[config.mk]
export PLATFORM = sky130hd
export DESIGN_NAME = sw_poll_seq
export DESIGN_NICKNAME = d
export VERILOG_FILES = /design/src/rtl/sw_poll_pkg.sv /design/src/rtl/sw_poll_elig.sv /design/src/rtl/sw_poll_fsm.sv /design/src/rtl/sw_poll_fault.sv /design/src/rtl/sw_poll_seq.sv
export SDC_FILE = /design/constraint.sdc
export NUM_CORES = 1
export LEC_CHECK = 0
export BUFFER_PORTS_ARGS = -buffer_cell sky130_fd_sc_hd__clkbuf_2
export CORE_MARGIN = 2
export CORE_UTILIZATION = 50
export CTS_BUF_LIST = sky130_fd_sc_hd__clkbuf_8 sky130_fd_sc_hd__clkbuf_16
export DETAILED_ROUTE_END_ITERATION = 12
export PLACE_DENSITY_LB_ADDON = 0.1
export REMOVE_ABC_BUFFERS = 1
export SLEW_MARGIN = 20
export SYNTH_ARGS = -nofsm -noshare
export SYNTH_HDL_FRONTEND = slang
export SYNTH_SLANG_ARGS = --single-unit
[constraint.sdc]
create_clock -name clk -period 6.2 [get_ports clk]
set_clock_uncertainty 0.1 [all_clocks]
set_input_delay 0.93 -clock clk [delete_from_list [all_inputs] [get_ports clk]]
set_output_delay 0.93 -clock clk [all_outputs]
set_load 0.01 [all_outputs]
[src/rtl/sw_poll_pkg.sv]
package sw_poll_pkg;
    typedef enum logic [2:0] {
        ST_WAIT,
        ST_SCAN,
        ST_ACT,
        ST_CONV,
        ST_REST
    } seq_state_e;
endpackage

[src/rtl/sw_poll_elig.sv]
// Decides per input whether the wetting-current health check may run.
module sw_poll_elig #(
    parameter int N_IN   = 8,
    parameter int N_DIAG = 4
) (
    input  logic [N_IN-1:0]   poll_en_i,
    input  logic [N_DIAG-1:0] diag_en_i,
    input  logic [N_DIAG-1:0] src_dir_i,
    input  logic [N_DIAG-1:0] adc_mode_i,
    output logic [N_IN-1:0]   elig_o
);
    for (genvar i = 0; i < N_IN; i++) begin : g_in
        if (i < N_DIAG) begin : g_diag
            // lower half checks a source, upper half a sink
            localparam logic WANT_SRC = (i < N_DIAG / 2);
            assign elig_o[i] = poll_en_i[i] & diag_en_i[i] & adc_mode_i[i]
                             & (src_dir_i[i] == WANT_SRC);
        end else begin : g_plain
            assign elig_o[i] = 1'b0;
        end
    end
endmodule

[src/rtl/sw_poll_fsm.sv]
// Polling walk: scan slots, active window, conversion extension, rest gap.
module sw_poll_fsm
    import sw_poll_pkg::*;
#(
    parameter int N_IN     = 8,
    parameter int ACT_CYC  = 4,
    parameter int ADC_CYC  = 3,
    parameter int IDLE_CYC = 16
) (
    input  logic                      clk,
    input  logic                      rst_n,
    input  logic                      start_i,
    input  logic                      auto_rpt_i,
    input  logic [N_IN-1:0]           poll_en_i,
    input  logic [N_IN-1:0]           elig_i,
    output logic [N_IN-1:0]           wet_en_o,
    output logic                      adc_smp_o,
    output logic [$clog2(N_IN)-1:0]   idx_o
);
    localparam int IW      = $clog2(N_IN);
    localparam int MAX_AB  = (ACT_CYC > ADC_CYC) ? ACT_CYC : ADC_CYC;
    localparam int CNT_MAX = (MAX_AB > IDLE_CYC) ? MAX_AB : IDLE_CYC;
    localparam int CW      = $clog2(CNT_MAX + 1);

    seq_state_e    state_q, state_d;
    logic [IW-1:0] idx_q, idx_d;
    logic [CW-1:0] cnt_q, cnt_d;
    logic          advance;
    logic          last_slot;

    assign last_slot = (idx_q == IW'(N_IN - 1));

    // state register
    always_ff @(posedge clk or negedge rst_n) begin
        if (!rst_n) begin
            state_q <= ST_WAIT;
            idx_q   <= '0;
            cnt_q   <= '0;
        end else begin
            state_q <= state_d;
            idx_q   <= idx_d;
            cnt_q   <= cnt_d;
        end
    end

    // next state
    always_comb begin
        state_d = state_q;
        idx_d   = idx_q;
        cnt_d   = cnt_q;
        advance = 1'b0;
        unique case (state_q)
            ST_WAIT: begin
                if (start_i) begin
                    state_d = ST_SCAN;
                    idx_d   = '0;
                end
            end
            ST_SCAN: begin
                if (poll_en_i[idx_q]) begin
                    state_d = ST_ACT;
                    cnt_d   = '0;
                end else begin
                    advance = 1'b1;
                end
            end
            ST_ACT: begin
                if (cnt_q == CW'(ACT_CYC - 1)) begin
                    if (elig_i[idx_q]) begin
                        state_d = ST_CONV;
                        cnt_d   = '0;
                    end else begin
                        advance = 1'b1;
                    end
                end else begin
                    cnt_d = cnt_q + 1'b1;
                end
            end
            ST_CONV: begin
                if (cnt_q == CW'(ADC_CYC - 1)) begin
                    advance = 1'b1;
                end else begin
                    cnt_d = cnt_q + 1'b1;
                end
            end
            ST_REST: begin
                if (cnt_q == CW'(IDLE_CYC - 1)) begin
                    state_d = auto_rpt_i ? ST_SCAN : ST_WAIT;
                    idx_d   = '0;
                    cnt_d   = '0;
                end else begin
                    cnt_d = cnt_q + 1'b1;
                end
            end
            default: state_d = ST_WAIT;
        endcase
        if (advance) begin
            cnt_d = '0;
            if (last_slot) begin
                state_d = auto_rpt_i ? ST_REST : ST_WAIT;
            end else begin
                state_d = ST_SCAN;
                idx_d   = idx_q + 1'b1;
            end
        end
    end

    // outputs
    always_comb begin
        wet_en_o  = '0;
        adc_smp_o = 1'b0;
        unique case (state_q)
            ST_ACT:  wet_en_o[idx_q] = 1'b1;
            ST_CONV: begin
                wet_en_o[idx_q] = 1'b1;
                adc_smp_o       = (cnt_q == CW'(ADC_CYC - 1));
            end
            default: ;
        endcase
    end

    assign idx_o = idx_q;
endmodule

[src/rtl/sw_poll_fault.sv]
// Latches health-check failures; a status read clears, a new fault wins.
module sw_poll_fault #(
    parameter int N_DIAG = 4,
    parameter int IW     = 3
) (
    input  logic              clk,
    input  logic              rst_n,
    input  logic              smp_i,
    input  logic              ok_i,
    input  logic [IW-1:0]     idx_i,
    input  logic              rd_i,
    output logic [N_DIAG-1:0] fail_o,
    output logic              irq_o
);
    logic [N_DIAG-1:0] new_f;
    logic [N_DIAG-1:0] fail_q;
    logic              irq_q;

    for (genvar i = 0; i < N_DIAG; i++) begin : g_hit
        assign new_f[i] = smp_i & ~ok_i & (idx_i == IW'(i));
    end

    always_ff @(posedge clk or negedge rst_n) begin
        if (!rst_n) begin
            fail_q <= '0;
            irq_q  <= 1'b0;
        end else begin
            fail_q <= (rd_i ? '0 : fail_q) | new_f;
            irq_q  <= (rd_i ? 1'b0 : irq_q) | (|new_f);
        end
    end

    assign fail_o = fail_q;
    assign irq_o  = irq_q;
endmodule

[src/rtl/sw_poll_seq.sv]
module sw_poll_seq #(
    parameter int N_IN     = 8,
    parameter int N_DIAG   = 4,
    parameter int ACT_CYC  = 4,
    parameter int ADC_CYC  = 3,
    parameter int IDLE_CYC = 16
) (
    input  logic              clk,
    input  logic              rst_n,
    input  logic [N_IN-1:0]   poll_en_i,
    input  logic [N_DIAG-1:0] diag_en_i,
    input  logic [N_DIAG-1:0] src_dir_i,
    input  logic [N_DIAG-1:0] adc_mode_i,
    input  logic              start_i,
    input  logic              auto_rpt_i,
    input  logic              health_ok_i,
    input  logic              stat_rd_i,
    output logic [N_IN-1:0]   wet_en_o,
    output logic              adc_smp_o,
    output logic [N_DIAG-1:0] diag_fail_o,
    output logic              wet_diag_irq_o,
    output logic              int_n_o,
    output logic              oi_flag_o
);
    localparam int IW = $clog2(N_IN);

    logic [N_IN-1:0] elig;
    logic [IW-1:0]   cur_idx;
    logic            irq;

    sw_poll_elig #(.N_IN(N_IN), .N_DIAG(N_DIAG)) u_elig (
        .poll_en_i  (poll_en_i),
        .diag_en_i  (diag_en_i),
        .src_dir_i  (src_dir_i),
        .adc_mode_i (adc_mode_i),
        .elig_o     (elig)
    );

    sw_poll_fsm #(
        .N_IN(N_IN), .ACT_CYC(ACT_CYC), .ADC_CYC(ADC_CYC), .IDLE_CYC(IDLE_CYC)
    ) u_fsm (
        .clk        (clk),
        .rst_n      (rst_n),
        .start_i    (start_i),
        .auto_rpt_i (auto_rpt_i),
        .poll_en_i  (poll_en_i),
        .elig_i     (elig),
        .wet_en_o   (wet_en_o),
        .adc_smp_o  (adc_smp_o),
        .idx_o      (cur_idx)
    );

    sw_poll_fault #(.N_DIAG(N_DIAG), .IW(IW)) u_fault (
        .clk    (clk),
        .rst_n  (rst_n),
        .smp_i  (adc_smp_o),
        .ok_i   (health_ok_i),
        .idx_i  (cur_idx),
        .rd_i   (stat_rd_i),
        .fail_o (diag_fail_o),
        .irq_o  (irq)
    );

    assign wet_diag_irq_o = irq;
    assign int_n_o        = ~irq;
    assign oi_flag_o      = irq;
endmodule

==> flow_metrics.py, run 1 <==
metrics = {
    "status": {
        "status": "finished clean",
    },
    "timing": {
        "slew_headroom": 0.628,
        "hold_violations": 0,
        "finalSetupTns_ns": 0,
        "rsz0062_at_grt": "no",
        "final.setup.worst_slack_ns": 3.57,
        "final.period_utilization": 0.424,
        "max_freq_mhz": 380,
        "tightestPinTransition_ns": 0.559,
        "setup_viol": 0,
        "fin_crit_ns": 2.63,
        "slew_viol_final": 0,
    },
    "floorplanning": {
        "die-area_mm2": 0.00276,
        "die_w_um": 52.5,
        "std_cell_rows": 17,
        "initial_utilization": 0.532,
        "die_y_um": 52.5,
        "placeableCoreArea_mm2": 0.00221,
        "num_io_pins": 42,
    },
    "layout": {
        "seq_area_um2": 400,
        "area_growth_pct": 23.3,
        "antenna_cells": 0,
        "fin_util": 0.656,
        "final_common_cell": "clkbuf_2",
        "layout_common_cells": "clkbuf_2 (41), dfrtp_1 (16), inv_1 (15), nand2_1 (15), o21ai_0 (12)",
        "layout-drive-gt1-share": 0.316,
        "finalNetCount": 214,
        "instances_no_fill": 205,
        "fillers": 205,
        "multi_input_area_um2": 699,
    },
    "pwr": {
        "ir_drop_mv": 0.210,
        "powerDensity_mw_per_mm2": 391,
        "cellLeakagePower_nw": 0.718,
    },
    "min_path": {
        "hold_class": "reg2reg",
    },
    "logic_synthesis": {
        "ys_ff_latch": 16,
        "ys_seq_area_frac": 0.340,
        "synth-main-ff-cell": "dfrtp_1",
        "synth_cell_types": 38,
        "synth_cells": 136,
        "syn_avg_cell_area_um2": 8.66,
        "synth.cell_area_mm2": 0.00118,
        "synthArstFlopShare": 1.00,
        "synth_edf_count": 0,
        "yosysWarnings": 0,
    },
    "place": {
        "port_buffers": 41,
        "hpwl_mm": 2.11,
        "pre_cts_slack_ns": 3.54,
        "finalWeightedCongestion": 0.801,
        "placed_cells": 201,
    },
    "global_route": {
        "antenna_found_initial": 0,
        "grt_pass1_wl_mm": 4.55,
        "grt_usage": 0.223,
        "grt-ovfl-total": 0,
        "grt_max_degree": 18,
        "grt_pass1_vias": 1065,
    },
    "critical_path": {
        "critPathKind": "reg2out",
        "endpoint_kind": "output pin",
        "cp-start-kind": "flip-flop",
        "crit_arrival_ns": 1.60,
        "critical_path_required_ns": 5.17,
        "crit_fanout": 11,
    },
    "routing": {
        "first_pass_iters": 6,
        "drc": 0,
        "routed_wl_mm": 2.72,
        "routed_via_density": 5.50,
        "num_vias": 1128,
        "antenna_left": 0,
        "first_iter_violations": 21,
        "wire_per_inst_um": 13.3,
    },
    "clock_network": {
        "htreeDepth": 1,
        "cts_setup_buffers": 0,
        "cts_num_sinks": 16,
        "clk_path_buf_depth": 2,
        "cts.clk_slew.worst_paths_ns": 0.07,
        "clk-insertion-delay-late_ns": 0.25,
        "cts_inserted_buffers": 3,
        "cts-hold-fix-buffers": 0,
        "clockRootBuffer": "clkbuf_8",
        "cts_resized": 0,
        "cts_tree": "yes",
    },
    "flow_run": {
        "cap_violations": 0,
    },
}
[cell type report]
class / count / share of cell area
Clock buffer: 4 / 0.0379
Inverter: 15 / 0.0388
Multi-Input combinational cell: 101 / 0.482
Sequential cell: 16 / 0.276
Tap cell: 28 / 0.0241
Timing Repair Buffer: 41 / 0.141
[cells in the mapped netlist, drive strengths merged (3+ instances only)]
cell type  instances  share of area
a21oi              4          0.017
nor3               8          0.038
mux2i              3          0.026
inv               15          0.048
nand2b             4          0.021
nand2             15          0.048
dfrtp             16           0.34
nor2               9          0.029
mux2               5          0.051
nor2b              3          0.016
ha                10           0.11
nand4              4          0.021
o21ai             12          0.051
buf                3          0.015
[final timing paths]
check	from	slack (ns)	depth (start not counted)	end
setup / recovery	u_fsm.state_q[2]	3.57	4	adc_smp_o
hold / removal	u_fault.fail_o[2]	0.42	2	u_fault.fail_o[2]
setup reg to reg	u_fsm.idx_o[0]	3.64	5	u_fsm.idx_o[1]
hold reg to reg	u_fault.fail_o[2]	0.42	2	u_fault.fail_o[2]
max in group asynchronous	rst_n	5.20	1	u_fault.fail_o[0]
min in group asynchronous	rst_n	0.50	1	u_fault.fail_o[2]
[kinds of logic (layout without fill, tap and decap cells)]
| kind of cell | after synthesis | in the layout | share of synthesized area |
|---|---|---|---|
| buffers and inverters | 19 | 60 | 0.0659 |
| AO/OA/AOI/OAI | 31 | 31 | 0.180 |
| adder cells (fa/ha/maj) | 10 | 10 | 0.106 |
| flip-flops | 16 | 16 | 0.340 |
| AND/OR/NAND/NOR | 50 | 50 | 0.217 |
| multiplexers | 8 | 8 | 0.0765 |
| XOR/XNOR | 2 | 2 | 0.0149 |
[sequential cells by signal, summed over array words and instances (netlist names)]
register and count:
u_fsm.cnt_q 5, u_fsm.state_q 3, u_fault.irq_o 1, u_fault.fail_o 4
u_fsm.idx_o 3
[per-stage QoR]
| stage | hold slack (ns) | cell area, um^2 | total power [W] |
|---|---|---|---|
| detailed placement | 0.419 | 1400 | 0.000473 |
| CTS | 0.430 | 1450 | 0.000569 |
| floorplan | 0.401 | 1160 | 0.000381 |
| global placement | 0.409 | 1400 | 0.000460 |
| global route | 0.470 | 1450 | 0.000616 |
| finish | 0.423 | 1450 | 0.000567 |
[per-layer routing]
layer,vias up,wire length [um],part of all wire,track usage
li1,563,-,-,-
met1,509,1230,0.45,0.285
met2,50,1280,0.47,0.379
met3,6,177,0.065,0.0286
met4,0,30,0.011,0.0855
met5,-,0,0,0
[worst max-delay path, cell delays in order, from the launching register on]
cell	delay (ns)
dfrtp_1	0.50
nor2b_1	0.30
nand4_1	0.30
inv_1	0.11
clkbuf_2	0.13
[power by group]
| part | total, W | internal [W] | switching (W) |
|---|---|---|---|
| combinational | 0.000279 | 0.000121 | 0.000158 |
| sequential | 0.000194 | 0.000136 | 0.0000584 |
| clock | 0.0000947 | 0.0000564 | 0.0000383 |
| total | 0.000567 | 0.000313 | 0.000255 |
No activity file was read; power rests on OpenSTA's default activity.
==> run 2: changes to the inputs <==
Settings changed: ABC_AREA from default to 1, CORE_UTILIZATION 50 to 46.
Clock period 6.2 ns to 2.2 ns, I/O delays scaled along.
==> flow_metrics.py, run 2 <==
metrics = {
    "pwr": {
        "p_sw_frac": 0.473,
        "cellLeakagePower_nw": 0.937,
        "p_sw_w": 0.000715,
        "p_comb_frac": 0.528,
        "seq_power_share": 0.294,
        "ir_drop_mv": 0.698,
        "p_int_w": 0.000796,
        "powerDensity_mw_per_mm2": 930,
        "clkPwrFrac": 0.178,
    },
    "layout": {
        "final_area_mm2": 0.00162,
        "antenna_cells": 0,
        "finalNetCount": 278,
        "layout_common_cells": "nand2_1 (52), clkbuf_2 (41), inv_1 (30)",
        "final_common_cell": "nand2_1",
        "instances_no_fill": 272,
        "area_growth_pct": 22.5,
        "top_register": "u_fsm.cnt_q",
        "largest_reg_flops": 5,
        "layout-drive-gt1-share": 0.270,
    },
    "timing": {
        "finalSetupTns_ns": 0,
        "fin_crit_ns": 1.92,
        "final.period_utilization": 0.872,
        "rsz0062_at_grt": "no",
        "setup_viol": 0,
        "hold_violations": 0,
        "max_freq_mhz": 521,
        "slew_headroom": 0.725,
        "slew_viol_final": 0,
        "tightestPinTransition_ns": 0.412,
    },
    "global_route": {
        "grt_max_degree": 17,
        "antenna_found_initial": 0,
        "grt_pass1_wl_mm": 5.26,
        "grt_usage": 0.201,
        "grt_pass1_vias": 1233,
        "grt-ovfl-total": 0,
    },
    "logic_synthesis": {
        "synth_area_leaders": "dfrtp_1 (30%), nand2_1 (15%), ha_1 (9.4%)",
        "ys_ff_latch": 16,
        "yosys.area.top_type_share": 0.302,
        "synthArstFlopShare": 1.00,
        "ys_seq_area_frac": 0.302,
        "yosysWarnings": 0,
        "post-synth-top-count-cell": "nand2_1",
        "yosysTopAreaCell": "dfrtp_1",
        "synth_cell_types": 27,
        "synth-main-ff-cell": "dfrtp_1",
        "synth.cell_area_mm2": 0.00133,
        "synth_cells": 196,
        "syn_avg_cell_area_um2": 6.77,
        "synth_edf_count": 0,
        "synthTopCellsByCount": "nand2_1 (52), inv_1 (30), nor2_1 (27)",
    },
    "routing": {
        "routed_via_density": 4.77,
        "routed_wl_mm": 2.95,
        "wire_per_inst_um": 10.8,
        "antenna_left": 0,
        "drc": 0,
        "first_iter_violations": 44,
        "num_vias": 1298,
        "first_pass_iters": 4,
    },
    "critical_path": {
        "critical_path_required_ns": 1.77,
        "crit_chain": "inv_1 > nand2_1 > nor2_2 > nand4_2 > inv_2 > clkbuf_2",
        "crit_fanout": 7,
        "cp_slowest_cell": "dfrtp_1",
        "crit_arrival_ns": 1.49,
        "critical-path-max-stage-delay_ns": 0.47,
        "critPathKind": "reg2out",
        "endpoint_kind": "output pin",
        "cp-start-kind": "flip-flop",
    },
    "status": {
        "status": "finished clean",
    },
    "floorplanning": {
        "die-area_mm2": 0.00333,
        "die_w_um": 57.7,
        "num_io_pins": 42,
        "placeableCoreArea_mm2": 0.00276,
        "initial_utilization": 0.481,
        "std_cell_rows": 19,
        "die_y_um": 57.7,
    },
    "clock_network": {
        "cts_tree": "yes",
        "clk-insertion-delay-late_ns": 0.25,
        "cts_inserted_buffers": 3,
        "clockRootBuffer": "clkbuf_8",
        "clk_path_buf_depth": 2,
        "cts_setup_buffers": 0,
        "htreeDepth": 1,
        "cts.clk_slew.worst_paths_ns": 0.07,
        "cts-hold-fix-buffers": 1,
        "cts_num_sinks": 16,
        "cts_resized": 0,
    },
    "place": {
        "dpl_cell_area_mm2": 0.00156,
        "hpwl_mm": 2.39,
        "placed_cells": 267,
        "finalWeightedCongestion": 0.886,
        "port_buffers": 41,
    },
    "flow_run": {
        "cap_violations": 0,
    },
    "min_path": {
        "hold_class": "in2reg",
    },
}
[run 2: cell count changes after synthesis, sizes merged, moves of 4 or more]
cell / before / now
nor3: 8 / 2
nor2: 9 / 33
inv: 15 / 34
a21oi: 4 / 0
nand2: 15 / 55
mux2: 5 / 0
nand3: 2 / 20
nand2b: 4 / 0
[run 2: routing by layer]
| metal | global-route usage | vias up | part of all wire |
|---|---|---|---|
| li1 | - | 710 | - |
| met1 | 0.293 | 564 | 0.53 |
| met2 | 0.305 | 24 | 0.44 |
| met3 | 0.0491 | 0 | 0.030 |
| met4 | 0.0365 | 0 | 0 |
| met5 | 0 | - | 0 |
[run 2: cell type report]
cell class | count | area (um^2)
fillers | 260 | 1130
well taps | 31 | 38.8
inverters | 34 | 128
repair buffers | 43 | 223
flip-flops and latches | 16 | 400
multi-input cells | 144 | 779
clock buffers | 4 | 55.1
[run 2: cell families (layout without fill, tap and decap cells)]
logic type,Yosys count,after routing,synth area share
flip-flops,16,16,0.302
AO/OA/AOI/OAI,17,17,0.0764
buffers and inverters,36,81,0.110
AND/OR/NAND/NOR,116,116,0.410
adder cells (fa/ha/maj),10,10,0.0943
XOR/XNOR,1,1,0.00660
[run 2: critical path, delay by kind of cell, from the launching register on]
kind | cells | cell delay, ns
and+or+nand+nor | 3 | 0.41
buffers and inverters | 3 | 0.35
DFF | 1 | 0.47
[run 2: path summary, 6_finish.rpt]
| kind | to | from | cells after the start | slack (ns) |
|---|---|---|---|---|
| setup / recovery | adc_smp_o | u_fsm.state_q[2] | 6 | 0.28 |
| hold / removal | u_fsm.state_q[2] | auto_rpt_i | 3 | 0.23 |
| setup reg to reg | u_fsm.state_q[1] | u_fsm.cnt_q[1] | 10 | 0.28 |
| hold reg to reg | u_fault.fail_o[0] | u_fault.fail_o[0] | 2 | 0.38 |
| max in group asynchronous | u_fsm.cnt_q[3] | rst_n | 2 | 1.28 |
| min in group asynchronous | u_fsm.idx_o[2] | rst_n | 2 | 0.43 |
[run 2: power groups by stage]
stage | registers [W] | clock network (W) | logic, W
2_1_floorplan | 0.000441 | 0 | 0.000583
3_3_place_gp | 0.000449 | 0 | 0.000799
3_5_place_dp | 0.000446 | 0 | 0.000796
4_1_cts | 0.000442 | 0.000283 | 0.000799
5_1_grt | 0.000453 | 0.000295 | 0.000916
6_report | 0.000444 | 0.000269 | 0.000797
[run 2: per-stage QoR]
stage / setup WS (ns) / hold WS [ns] / utilization / power (W)
finish: 0.281 / 0.227 / 0.589 / 0.00151
global route: 0.123 / 0.242 / 0.589 / 0.00166
CTS: 0.281 / 0.221 / 0.589 / 0.00152
detailed placement: 0.326 / 0.189 / 0.565 / 0.00124
global placement: 0.447 / 0.182 / 0.565 / 0.00125
floorplan: 0.522 / -0.0656 / - / 0.00102
